==> config.mk <==
export PLATFORM = sky130hd
export DESIGN_NAME = hzd_ctrl
export DESIGN_NICKNAME = d
export VERILOG_FILES = /design/src/rtl/hzd_pkg.sv /design/src/rtl/hzd_call_drain.sv /design/src/rtl/hzd_fwd_unit.sv /design/src/rtl/hzd_ctrl.sv
export SDC_FILE = /design/constraint.sdc
export NUM_CORES = 1
export LEC_CHECK = 0
export ABC_CLOCK_PERIOD_IN_PS = 3200
export CAP_MARGIN = 0
export CORE_AREA = 5 5 42 44
export CTS_BUF_LIST = sky130_fd_sc_hd__clkbuf_8 sky130_fd_sc_hd__clkbuf_16
export DETAILED_ROUTE_END_ITERATION = 12
export DIE_AREA = 0 0 47 49
export DONT_BUFFER_PORTS = 1
export GPL_TIMING_DRIVEN = 0
export PLACE_DENSITY = 0.58
export SKIP_CTS_REPAIR_TIMING = 1
export SKIP_LAST_GASP = 1
export SLEW_MARGIN = 20
export SYNTH_ARGS = -nofsm -noshare
export SYNTH_HDL_FRONTEND = slang
export SYNTH_SLANG_ARGS = --single-unit
==> constraint.sdc <==
create_clock -name clk -period 3.2 [get_ports clk]
set_input_delay 0.32 -clock clk [delete_from_list [all_inputs] [get_ports clk]]
set_output_delay 0.32 -clock clk [all_outputs]
set_load 0.02 [all_outputs]
==> src/rtl/hzd_pkg.sv <==
package hzd_pkg;
   typedef enum logic [1:0] {
      FWD_RF  = 2'b00,
      FWD_MEM = 2'b01,
      FWD_WB  = 2'b10
   } fwd_sel_e;

   typedef enum logic {
      CAUSE_BRANCH = 1'b0,
      CAUSE_CALL   = 1'b1
   } stall_cause_e;
endpackage

==> src/rtl/hzd_call_drain.sv <==
module hzd_call_drain #(
   parameter int          XLEN           = 32,
   parameter logic [31:0] CALL_WORD      = 32'h0000000C,
   parameter bit          WB_WRITE_FIRST = 1'b1
) (
   input  logic            clk,
   input  logic            rst_n,
   input  logic            if_valid,
   input  logic [XLEN-1:0] if_word,
   input  logic            lib_call,
   input  logic            id_valid,
   input  logic            ex_valid,
   input  logic            mem_valid,
   input  logic            wb_valid,
   input  logic            squash,
   output logic            hold,
   output logic            go
);
   localparam logic [XLEN-1:0] CallPattern = XLEN'(CALL_WORD);

   logic busy;
   logic go_q;
   logic is_call;
   logic present;

   generate
      if (XLEN < 32) begin : g_bad_xlen
         $error("hzd_call_drain: XLEN must be at least 32");
      end
      if (WB_WRITE_FIRST) begin : g_wb_early
         assign busy = id_valid | ex_valid | mem_valid;
      end else begin : g_wb_late
         assign busy = id_valid | ex_valid | mem_valid | wb_valid;
      end
   endgenerate

   assign is_call = if_valid & ((if_word == CallPattern) | lib_call);
   assign present = is_call & ~squash & ~go_q;
   assign hold    = present & busy;
   assign go      = present & ~busy;

   always_ff @(posedge clk or negedge rst_n) begin
      if (!rst_n) go_q <= 1'b0;
      else        go_q <= go;
   end
endmodule

==> src/rtl/hzd_fwd_unit.sv <==
module hzd_fwd_unit
   import hzd_pkg::*;
#(
   parameter int REG_AW = 5,
   parameter int N_OPS  = 2
) (
   input  logic [N_OPS-1:0][REG_AW-1:0] src,
   input  logic                         mem_valid,
   input  logic                         mem_wen,
   input  logic                         mem_is_load,
   input  logic [REG_AW-1:0]            mem_dst,
   input  logic                         wb_valid,
   input  logic                         wb_wen,
   input  logic [REG_AW-1:0]            wb_dst,
   output fwd_sel_e [N_OPS-1:0]         sel
);
   logic mem_ok;
   logic wb_ok;

   generate
      if (REG_AW < 1) begin : g_bad_aw
         $error("hzd_fwd_unit: REG_AW must be positive");
      end
      if (N_OPS < 1) begin : g_bad_ops
         $error("hzd_fwd_unit: N_OPS must be positive");
      end
   endgenerate

   assign mem_ok = mem_valid & mem_wen & ~mem_is_load & (mem_dst != '0);
   assign wb_ok  = wb_valid & wb_wen & (wb_dst != '0);

   generate
      for (genvar i = 0; i < N_OPS; i++) begin : g_op
         always_comb begin
            if (mem_ok && (mem_dst == src[i]))     sel[i] = FWD_MEM;
            else if (wb_ok && (wb_dst == src[i]))  sel[i] = FWD_WB;
            else                                   sel[i] = FWD_RF;
         end
      end
   endgenerate
endmodule

==> src/rtl/hzd_ctrl.sv <==
module hzd_ctrl
   import hzd_pkg::*;
#(
   parameter int          XLEN           = 32,
   parameter int          REG_AW         = 5,
   parameter logic [31:0] CALL_WORD      = 32'h0000000C,
   parameter bit          WB_WRITE_FIRST = 1'b1
) (
   input  logic              clk,
   input  logic              rst_n,
   input  logic              if_valid,
   input  logic [XLEN-1:0]   if_word,
   input  logic              lib_call,
   input  logic              id_valid,
   input  logic              ex_valid,
   input  logic              mem_valid,
   input  logic              wb_valid,
   input  logic              br_in_ex,
   input  logic [REG_AW-1:0] ex_src_a,
   input  logic [REG_AW-1:0] ex_src_b,
   input  logic [REG_AW-1:0] mem_dst,
   input  logic              mem_wen,
   input  logic              mem_is_load,
   input  logic [REG_AW-1:0] wb_dst,
   input  logic              wb_wen,
   output logic              pc_hold,
   output logic              ifid_kill,
   output logic              call_go,
   output logic              stall_event,
   output logic              stall_cause,
   output logic [1:0]        fwd_a,
   output logic [1:0]        fwd_b
);
   localparam int NumOps = 2;

   logic                         drain_hold;
   logic                         drain_go;
   logic [NumOps-1:0][REG_AW-1:0] op_src;
   fwd_sel_e [NumOps-1:0]         op_sel;
   stall_cause_e                  cause;

   hzd_call_drain #(
      .XLEN           (XLEN),
      .CALL_WORD      (CALL_WORD),
      .WB_WRITE_FIRST (WB_WRITE_FIRST)
   ) i_drain (
      .clk       (clk),
      .rst_n     (rst_n),
      .if_valid  (if_valid),
      .if_word   (if_word),
      .lib_call  (lib_call),
      .id_valid  (id_valid),
      .ex_valid  (ex_valid),
      .mem_valid (mem_valid),
      .wb_valid  (wb_valid),
      .squash    (br_in_ex),
      .hold      (drain_hold),
      .go        (drain_go)
   );

   assign op_src[0] = ex_src_a;
   assign op_src[1] = ex_src_b;

   hzd_fwd_unit #(
      .REG_AW (REG_AW),
      .N_OPS  (NumOps)
   ) i_fwd (
      .src         (op_src),
      .mem_valid   (mem_valid),
      .mem_wen     (mem_wen),
      .mem_is_load (mem_is_load),
      .mem_dst     (mem_dst),
      .wb_valid    (wb_valid),
      .wb_wen      (wb_wen),
      .wb_dst      (wb_dst),
      .sel         (op_sel)
   );

   assign cause       = drain_hold ? CAUSE_CALL : CAUSE_BRANCH;
   assign pc_hold     = drain_hold;
   assign ifid_kill   = drain_hold | br_in_ex;
   assign call_go     = drain_go;
   assign stall_event = drain_hold | br_in_ex;
   assign stall_cause = cause;
   assign fwd_a       = op_sel[0];
   assign fwd_b       = op_sel[1];
endmodule

==> results of run 1 <==
[logic make-up after synthesis]
group,count (synthesis)
flops,1
simple gates,26
buf+inv,3
xor+xnor,20
compound gates,5
[Yosys cell counts]
library cell | number | area share
xor2_1 | 14 | 0.28
nor4_1 | 8 | 0.11
xnor2_1 | 6 | 0.12
nor3_1 | 3 | 0.034
and4_1 | 2 | 0.040
buf_4 | 2 | 0.034
nand3_1 | 2 | 0.023
nor2_1 | 2 | 0.017
nor4_2 | 2 | 0.057
nor4b_1 | 2 | 0.040
o2111ai_1 | 2 | 0.040
or4_1 | 2 | 0.034
a21oi_1 | 1 | 0.011
dfrtp_1 | 1 | 0.057
inv_1 | 1 | 0.0085
nand2_1 | 1 | 0.0085
nand2b_1 | 1 | 0.014
nor3b_1 | 1 | 0.017
o2111ai_2 | 1 | 0.034
o21bai_1 | 1 | 0.017
[path summary, 6_finish.rpt]
kind / end / slack, ns / cells after the start
worst max-delay path: fwd_b[1] / 1.01 / 4
worst min register to register: i_drain.go_q / 0.61 / 3
max in group asynchronous: i_drain.go_q / 3.11 / 0
worst max register to register: i_drain.go_q / 1.99 / 3
min in group clk: i_drain.go_q / 0.61 / 3
worst min-delay path: i_drain.go_q / 0.02 / 0
[routing by layer]
| metal | global-route usage | routed length [um] | vias up |
|---|---|---|---|
| met5 | 0 | 0 | - |
| met4 | 0 | 0 | 0 |
| met3 | 0.0443 | 165 | 0 |
| li1 | - | - | 211 |
| met2 | 0.174 | 740 | 22 |
| met1 | 0.146 | 523 | 208 |
[cell type report]
type	count	area [um^2]	share of cell area
multi-input combinational	51	402	0.863
sequential	1	25.0	0.0538
tap	16	20.0	0.0430
buffer	2	15.0	0.0323
inverter	1	3.75	0.00806
[power breakdown]
group / internal (W) / switching, W
Sequential: 0.0000130 / 0.0000000287
Clock: 0 / 0
Combinational: 0.0000205 / 0.0000180
Total: 0.0000335 / 0.0000180
[per-stage QoR]
step / instances / worst slack, ns / util
final: 71 / 1.01 / 0.332
after global routing: 71 / 0.967 / 0.332
after CTS: 71 / 1.04 / 0.328
after detailed placement: 71 / 1.04 / 0.328
after global placement: 71 / 1.05 / 0.328
after floorplan: 55 / 1.14 / -
==> summary.md, run 1 <==
| Metric | Value |
|---|---|
| Synth warn | 0 |
| Drt total wl | 1430 um |
| Slew Viols, Final | 0 |
| Critical Path Slowest Stage Cell | nor4_2 |
| Register area share after synthesis | 0.0570 |
| Top Registers | i_drain.go_q: 1 flops |
| Relative slew margins | 0.248 |
| Most frequent cells in the layout | xor2_1, nor4_1, xnor2_1 |
| Die area | 0.00230 mm^2 |
| Tot GR Track Use | 0.110 |
| Main combinational cell family by area after synthesis | simple AND/OR/NAND/NOR gates |
| Tmin final | 2.19 ns |
| Mapped cell area | 439 um^2 |
| Total power | 0.0000515 W |
| HP Class | in -> async |
| Reg2Reg Launch Point | i_drain.go_q |
| Leak pwr | 0.137 nW |
| Die Width | 47 um |
| Critical Path RT | 2.88 ns |
| Finished Cell Area | 465 um^2 |
| Arr. time, crit path | 1.87 ns |
| Minimum hold slack | 0.0244 ns |
| Clock skew | 0 ns |
| RSZ-0062 raised after global routing | no |
| First-pass GRT wire length | 2010 um |
| Maximum VDD drop | 0.0000454 V |
| Setup TNS | 0 ns |
| Antenna viol nets, final | 0 |
| Fin nets | 121 |
| Routed WL per cell | 20.1 um |
| CP top delay family | simple AND/OR/NAND/NOR gates |
| Fmax | 457 MHz |
| Largest net degree at the start of global routing | 5 |
| I/O pin total | 73 |
| Synth unique cells | 20 |
| Setup violators final | 0 |
| Crit path launch | mem_dst[1] |
| Final hold violations | 0 |
| Worst-skew pair later-pin latency | 0 ns |
| Crit path kind | in -> out |
| Post-synth net total | 119 |
| Max-capacitance violation count | 0 |
| ANT cells | 0 |
| Area share of fa/ha/maj cells after synthesis | 0 |
| Initial Util | 0.313 |
| Worst Setup End Kind | primary output |
| DR iter-0 viols | 6 |
| Half-perimeter wire length after placement | 1360 um |
| Compound-Gate Fraction of Synth Area | 0.103 |
| Total gr overflow | 0 |
| Synth Instances | 55 |
| Biggest register | i_drain.go_q |
| Remaining DRCs | 0 |
| I/O Buffers | 0 |
| Layout cells sized above 1 | 0.109 |
| Clock slew at reported path FFs | 0 ns |
| Crit-path max FO | 3 |
| Vias in the first global route | 444 |
| Synth Area in XOR/XNOR | 0.399 |
| First-pass detailed-route iteration total | 3 |
| Layout area overhead | 5.98% |
| Antenna violations before repair | 0 |
| Cell row count | 14 |
| Post-synthesis mux area share | 0 |
| Syn avg cell area | 7.98 um^2 |
| Most common cell after layout, fill and taps aside | xor2_1 |
| Post-Synth Simple-Gate Area | 0.399 |
| Max reg flops | 1 |
| RD Place Congestion | 0.725 |
| Slew of the pin with the lowest slew margin | 1.12 ns |
| CP Cell Sequence | or4_1, o2111ai_2, nor4_1, nor4_2 |
| Vias/cell | 6.21 |
| Period Utilization, post-route | 0.684 |
| #FFs+latches synth | 1 |
| Max incr delay on CP | 0.58 ns |
| Core Area | 0.00140 mm^2 |
| CP Buf/Inv Count | 0 |
| Final-layout fill cell count | 161 |
| Area of placed instances | 459 um^2 |
| Status | completed |
| Routed vias | 441 |
| Die Y-Extent | 49 um |
| Power per cell area | 111 mW/mm^2 |
| Type of origin of the critical path | primary input |
No activity file was read; power rests on OpenSTA's default activity.
==> run 2, diff against run 1 <==
--- a/config.mk
+++ b/config.mk
@@ -5,7 +5,7 @@
 export SDC_FILE = /design/constraint.sdc
 export NUM_CORES = 1
 export LEC_CHECK = 0
-export ABC_CLOCK_PERIOD_IN_PS = 3200
+export ABC_CLOCK_PERIOD_IN_PS = 1800
 export CAP_MARGIN = 0
 export CORE_AREA = 5 5 42 44
 export CTS_BUF_LIST = sky130_fd_sc_hd__clkbuf_8 sky130_fd_sc_hd__clkbuf_16
@@ -13,7 +13,7 @@
 export DIE_AREA = 0 0 47 49
 export DONT_BUFFER_PORTS = 1
 export GPL_TIMING_DRIVEN = 0
-export PLACE_DENSITY = 0.58
+export PLACE_DENSITY = 0.59
 export SKIP_CTS_REPAIR_TIMING = 1
 export SKIP_LAST_GASP = 1
 export SLEW_MARGIN = 20
==> constraint.sdc (replaced) <==
create_clock -name clk -period 1.8 [get_ports clk]
set_input_delay 0.18 -clock clk [delete_from_list [all_inputs] [get_ports clk]]
set_output_delay 0.18 -clock clk [all_outputs]
set_load 0.02 [all_outputs]
==> summary.md, run 2 (synthesized netlist as in run 1, its figures left out) <==
| Metric | Value |
|---|---|
| Status | completed |
| Vias in the first global route | 405 (-8.8%) |
| Die Width | 47 um (unchanged) |
| First-pass GRT wire length | 1930 um (-4.1%) |
| Area of placed instances | 459 um^2 (unchanged) |
| Leak pwr | 0.141 nW (+3.5%) |
| Slew Viols, Final | 0 (unchanged) |
| Slew of the pin with the lowest slew margin | 0.783 ns (-0.335 ns) |
| CP Cell Sequence | nor4b_1, and4_1, a21oi_1, o21bai_1, buf_4 |
| Die Y-Extent | 49 um (unchanged) |
| Remaining DRCs | 0 (unchanged) |
| Top Registers | i_drain.go_q: 1 flops |
| Max incr delay on CP | 0.47 ns (-0.11 ns) |
| Fmax | 587 MHz |
| Layout cells sized above 1 | 0.125 (+0.0159) |
| RSZ-0062 raised after global routing | no |
| Crit-path max FO | 3 (unchanged) |
| Finished Cell Area | 499 um^2 (+7.3%) |
| Max reg flops | 1 (unchanged) |
| Total gr overflow | 0 (unchanged) |
| Tot GR Track Use | 0.105 (-0.00499) |
| Antenna viol nets, final | 0 (unchanged) |
| HP Class | in -> async |
| I/O Buffers | 0 (unchanged) |
| Cell row count | 14 (unchanged) |
| Placement Setup Slack | -0.0786 ns (-1.11 ns) |
| Setup violators final | 0 (unchanged) |
| Tmin final | 1.70 ns |
| I/O pin total | 73 (unchanged) |
| Die area | 0.00230 mm^2 (unchanged) |
| Clock slew at reported path FFs | 0 ns (unchanged) |
| Non-Filler Instances | 72 (+1.4%) |
| Final hold violations | 0 (unchanged) |
| Biggest register | i_drain.go_q |
| ANT cells | 0 (unchanged) |
| Final setup margin | 0.0964 ns (-0.915 ns) |
| Critical Path RT | 1.62 ns (-1.26 ns) |
| Core Area | 0.00140 mm^2 (unchanged) |
| Final core occ | 0.356 (+0.0241) |
| Layout area overhead | 13.7% |
| Max-capacitance violation count | 0 (unchanged) |
| Largest net degree at the start of global routing | 5 (unchanged) |
| Placed Cells incl. Taps | 71 (unchanged) |
| Drt total wl | 1510 um (+5.3%) |
| Type of origin of the critical path | primary input |
| Antenna violations before repair | 0 (unchanged) |
| RD Place Congestion | 0.699 (-3.6%) |
| Most frequent cells in the layout | xor2_1, nor4_1, xnor2_1 |
| Final-layout fill cell count | 159 (-1.2%) |
| Most common cell after layout, fill and taps aside | xor2_1 |
| First-pass detailed-route iteration total | 4 (+1) |
| Worst Setup End Kind | primary output |
| Relative slew margins | 0.474 (+0.226) |
| Power per cell area | 200 mW/mm^2 (+80%) |
| Worst-skew pair later-pin latency | 0 ns (unchanged) |
| Routed WL per cell | 20.9 um (+3.9%) |
| Vias/cell | 6.03 (-3.0%) |
| Half-perimeter wire length after placement | 1360 um (+0.38%) |
| DR iter-0 viols | 3 (-3) |
| Routed vias | 434 (-1.6%) |
| Critical Path Slowest Stage Cell | o21bai_1 |
| Crit path kind | in -> out |
| Maximum VDD drop | 0.000126 V (+180%) |
| Arr. time, crit path | 1.52 ns (-0.35 ns) |
| Clock skew | 0 ns (unchanged) |
| Fin nets | 122 (+0.83%) |
| Period Utilization, post-route | 0.946 |
| Initial Util | 0.313 (unchanged) |
-- run 2: cell count changes in the layout (fill, tap and decap cells not counted) --
| cell | before | now |
|---|---|---|
| nor4_1 | 7 | 6 |
| dlygate4sd3_1 | 0 | 1 |
| nor4_2 | 3 | 2 |
| nor4_4 | 0 | 2 |
-- run 2: layout make-up --
type | instances | area (um^2) | share of cell area
Multi-Input combinational cell | 51 | 425 | 0.852
Sequential cell | 1 | 25.0 | 0.0501
Tap cell | 16 | 20.0 | 0.0401
Buffer | 2 | 15.0 | 0.0301
Timing Repair Buffer | 1 | 10.0 | 0.0201
Inverter | 1 | 3.75 | 0.00752
-- run 2: final timing paths --
kind                       slack, ns          from  cells after the start           end
setup reg to reg                0.61  i_drain.go_q                      3  i_drain.go_q
hold reg to reg                 0.62  i_drain.go_q                      3  i_drain.go_q
hold / removal                  0.40         rst_n                      1  i_drain.go_q
max in group asynchronous       1.30         rst_n                      1  i_drain.go_q
setup / recovery                 0.1   if_word[31]                      5   stall_event
min in group clk                0.45     mem_valid                      3  i_drain.go_q
-- run 2: where the power goes --
part / switching (W) / internal, W
Clock: 0 / 0
Combinational: 0.0000378 / 0.0000388
Sequential: 0.0000000738 / 0.0000231
-- run 2: stage by stage --
step           TNS, ns  hold WS (ns)  total power [W]
4_1_cts         -0.157        -0.116        0.0000906
3_5_place_dp    -0.149        -0.116        0.0000902
6_report             0         0.398        0.0000998
5_1_grt              0         0.407         0.000107
3_3_place_gp    -0.138        -0.116        0.0000895
2_1_floorplan        0        -0.116        0.0000846
-- run 2: per-layer routing --
| metal | up-vias | GRT usage | share of wire |
|---|---|---|---|
| met5 | - | 0 | 0 |
| met4 | 0 | 0 | 0 |
| met3 | 0 | 0.0332 | 0.10 |
| met2 | 18 | 0.165 | 0.55 |
| met1 | 201 | 0.146 | 0.35 |
| li1 | 215 | - | - |
-- run 2: worst max-delay path, delay by kind of cell --
| kind | cells | cell delay, ns |
|---|---|---|
| buf+inv | 1 | 0.24 |
| simple gates | 2 | 0.53 |
| compound gates | 2 | 0.56 |
==> run 3, diff against run 2 <==
--- a/config.mk
+++ b/config.mk
@@ -5,15 +5,15 @@
 export SDC_FILE = /design/constraint.sdc
 export NUM_CORES = 1
 export LEC_CHECK = 0
-export ABC_CLOCK_PERIOD_IN_PS = 1800
-export CAP_MARGIN = 0
+export ABC_CLOCK_PERIOD_IN_PS = 1900
+export CAP_MARGIN = 20
 export CORE_AREA = 5 5 42 44
 export CTS_BUF_LIST = sky130_fd_sc_hd__clkbuf_8 sky130_fd_sc_hd__clkbuf_16
 export DETAILED_ROUTE_END_ITERATION = 12
 export DIE_AREA = 0 0 47 49
 export DONT_BUFFER_PORTS = 1
 export GPL_TIMING_DRIVEN = 0
-export PLACE_DENSITY = 0.59
+export PLACE_DENSITY = 0.58
 export SKIP_CTS_REPAIR_TIMING = 1
 export SKIP_LAST_GASP = 1
 export SLEW_MARGIN = 20
==> constraint.sdc (replaced) <==
create_clock -name clk -period 1.9 [get_ports clk]
set_input_delay 0.19 -clock clk [delete_from_list [all_inputs] [get_ports clk]]
set_output_delay 0.19 -clock clk [all_outputs]
set_load 0.02 [all_outputs]
==> summary.md, run 3 (synthesized netlist as in run 1, its figures left out) <==
| Metric | Value |
|---|---|
| Reg2Reg Launch Point | i_drain.go_q |
| Antenna violations before repair | 0 (unchanged) |
| Most frequent cells in the layout | xor2_1, nor4_1, xnor2_1 |
| GR met3 Demand/Resource | 0.0443 (+0.0111) |
| Crit-path max FO | 3 (unchanged) |
| Slew of the pin with the lowest slew margin | 0.771 ns (-0.0124 ns) |
| Final hold violations | 0 (unchanged) |
| Fin nets | 122 (unchanged) |
| Worst Reg-to-Reg Cells | 3 (unchanged) |
| RSZ-0062 raised after global routing | yes |
| Clock skew | 0 ns (unchanged) |
| I/O Buffers | 0 (unchanged) |
| Die area | 0.00230 mm^2 (unchanged) |
| Tot GR Track Use | 0.110 (+0.00499) |
| Routed WL per cell | 19.6 um (-6.2%) |
| Met2 Use GR | 0.174 (+0.00905) |
| Setup violators final | 0 (unchanged) |
| Tmin final | 1.84 ns |
| Vias in the first global route | 444 (+9.6%) |
| Initial Util | 0.313 (unchanged) |
| Leak pwr | 0.141 nW (-0.13%) |
| Core Area | 0.00140 mm^2 (unchanged) |
| HP Class | in -> async |
| First-pass detailed-route iteration total | 3 (-1) |
| Period Utilization, post-route | 0.970 |
| Antenna viol nets, final | 0 (unchanged) |
| Remaining DRCs | 0 (unchanged) |
| Non-Filler Instances | 72 (unchanged) |
| Max-capacitance violation count | 0 (unchanged) |
| Area of the multi-input gates | 417 um^2 (-2.1%) |
| RD Place Congestion | 0.725 (+3.7%) |
| First-pass GRT wire length | 2010 um (+4.3%) |
| Critical Path RT | 1.71 ns (+0.09 ns) |
| Reg area | 25.0 um^2 (unchanged) |
| Total gr overflow | 0 (unchanged) |
| Most common cell after layout, fill and taps aside | xor2_1 |
| Crit path launch | mem_dst[1] |
| Cell row count | 14 (unchanged) |
| Worst-skew pair later-pin latency | 0 ns (unchanged) |
| DR iter-0 viols | 4 (+1) |
| Type of origin of the critical path | primary input |
| Largest net degree at the start of global routing | 5 (unchanged) |
| Maximum VDD drop | 0.0000793 V (-37%) |
| Layout area overhead | 11.7% |
| Power per cell area | 187 mW/mm^2 (-6.5%) |
| ANT cells | 0 (unchanged) |
| Final setup margin | 0.0577 ns (-0.0388 ns) |
| Final core occ | 0.350 (-0.00625) |
| Half-perimeter wire length after placement | 1360 um (-0.37%) |
| Die Y-Extent | 49 um (unchanged) |
| Vias/cell | 6.08 (+0.92%) |
| Top Registers | i_drain.go_q: 1 flops |
| Max reg flops | 1 (unchanged) |
| Arr. time, crit path | 1.65 ns (+0.13 ns) |
| Crit path kind | in -> out |
| Placed Cells incl. Taps | 71 (unchanged) |
| Slew Viols, Final | 0 (unchanged) |
| Relative slew margins | 0.482 (+0.00837) |
| Met1 GRT Util | 0.146 (+0.000319) |
| Final-layout fill cell count | 164 (+3.1%) |
| GRT busiest layer | met2 |
| Drt total wl | 1410 um (-6.2%) |
| Setup TNS | 0 ns (unchanged) |
| Worst Setup End Kind | primary output |
| I/O pin total | 73 (unchanged) |
| Clock slew at reported path FFs | 0 ns (unchanged) |
| Fmax | 543 MHz |
| Status | completed |
| Biggest register | i_drain.go_q |
| Layout cells sized above 1 | 0.125 (unchanged) |
| Die Width | 47 um (unchanged) |
| Routed vias | 438 (+0.92%) |
| Placement Setup Slack | -0.00463 ns (+0.0740 ns) |
[run 3: critical path: stages]
cell and delay, ns:
or4_1 0.53, o2111ai_2 0.24, nor4_2 0.14, nor4_2 0.55
[run 3: power breakdown]
part	switching [W]	internal, W	leakage, nW
Combinational	0.0000333	0.0000364	0.127
Sequential	0.0000000485	0.0000219	0.0139
Clock	0	0	0
Total	0.0000334	0.0000583	0.141
[run 3: path summary, 6_finish.rpt]
path / to / slack, ns
max: fwd_b[1] / 0.06
max reg2reg: i_drain.go_q / 0.69
max in group asynchronous: i_drain.go_q / 1.39
min reg2reg: i_drain.go_q / 0.61
min: i_drain.go_q / 0.41
min in group clk: i_drain.go_q / 0.48
[run 3: per-layer routing]
metal,vias to the layer above,routed length (um)
met1,205,509
li1,213,-
met3,0,160
met4,0,0
met2,20,742
met5,-,0
[run 3: area by class of cell]
cell class                 instances  area share
inverter                           1     0.00765
timing repair buffer               1      0.0204
buffer                             2      0.0306
multi-input combinational         51       0.849
sequential                         1      0.0510
tap                               16      0.0408
[run 3: metrics by stage]
stage / area [um^2] / hold WS, ns / total power (W)
2_1_floorplan: 439 / -0.106 / 0.0000801
6_report: 490 / 0.409 / 0.0000916
3_5_place_dp: 459 / -0.106 / 0.0000855
3_3_place_gp: 459 / -0.106 / 0.0000845
5_1_grt: 490 / 0.414 / 0.0000983
4_1_cts: 459 / -0.106 / 0.0000861
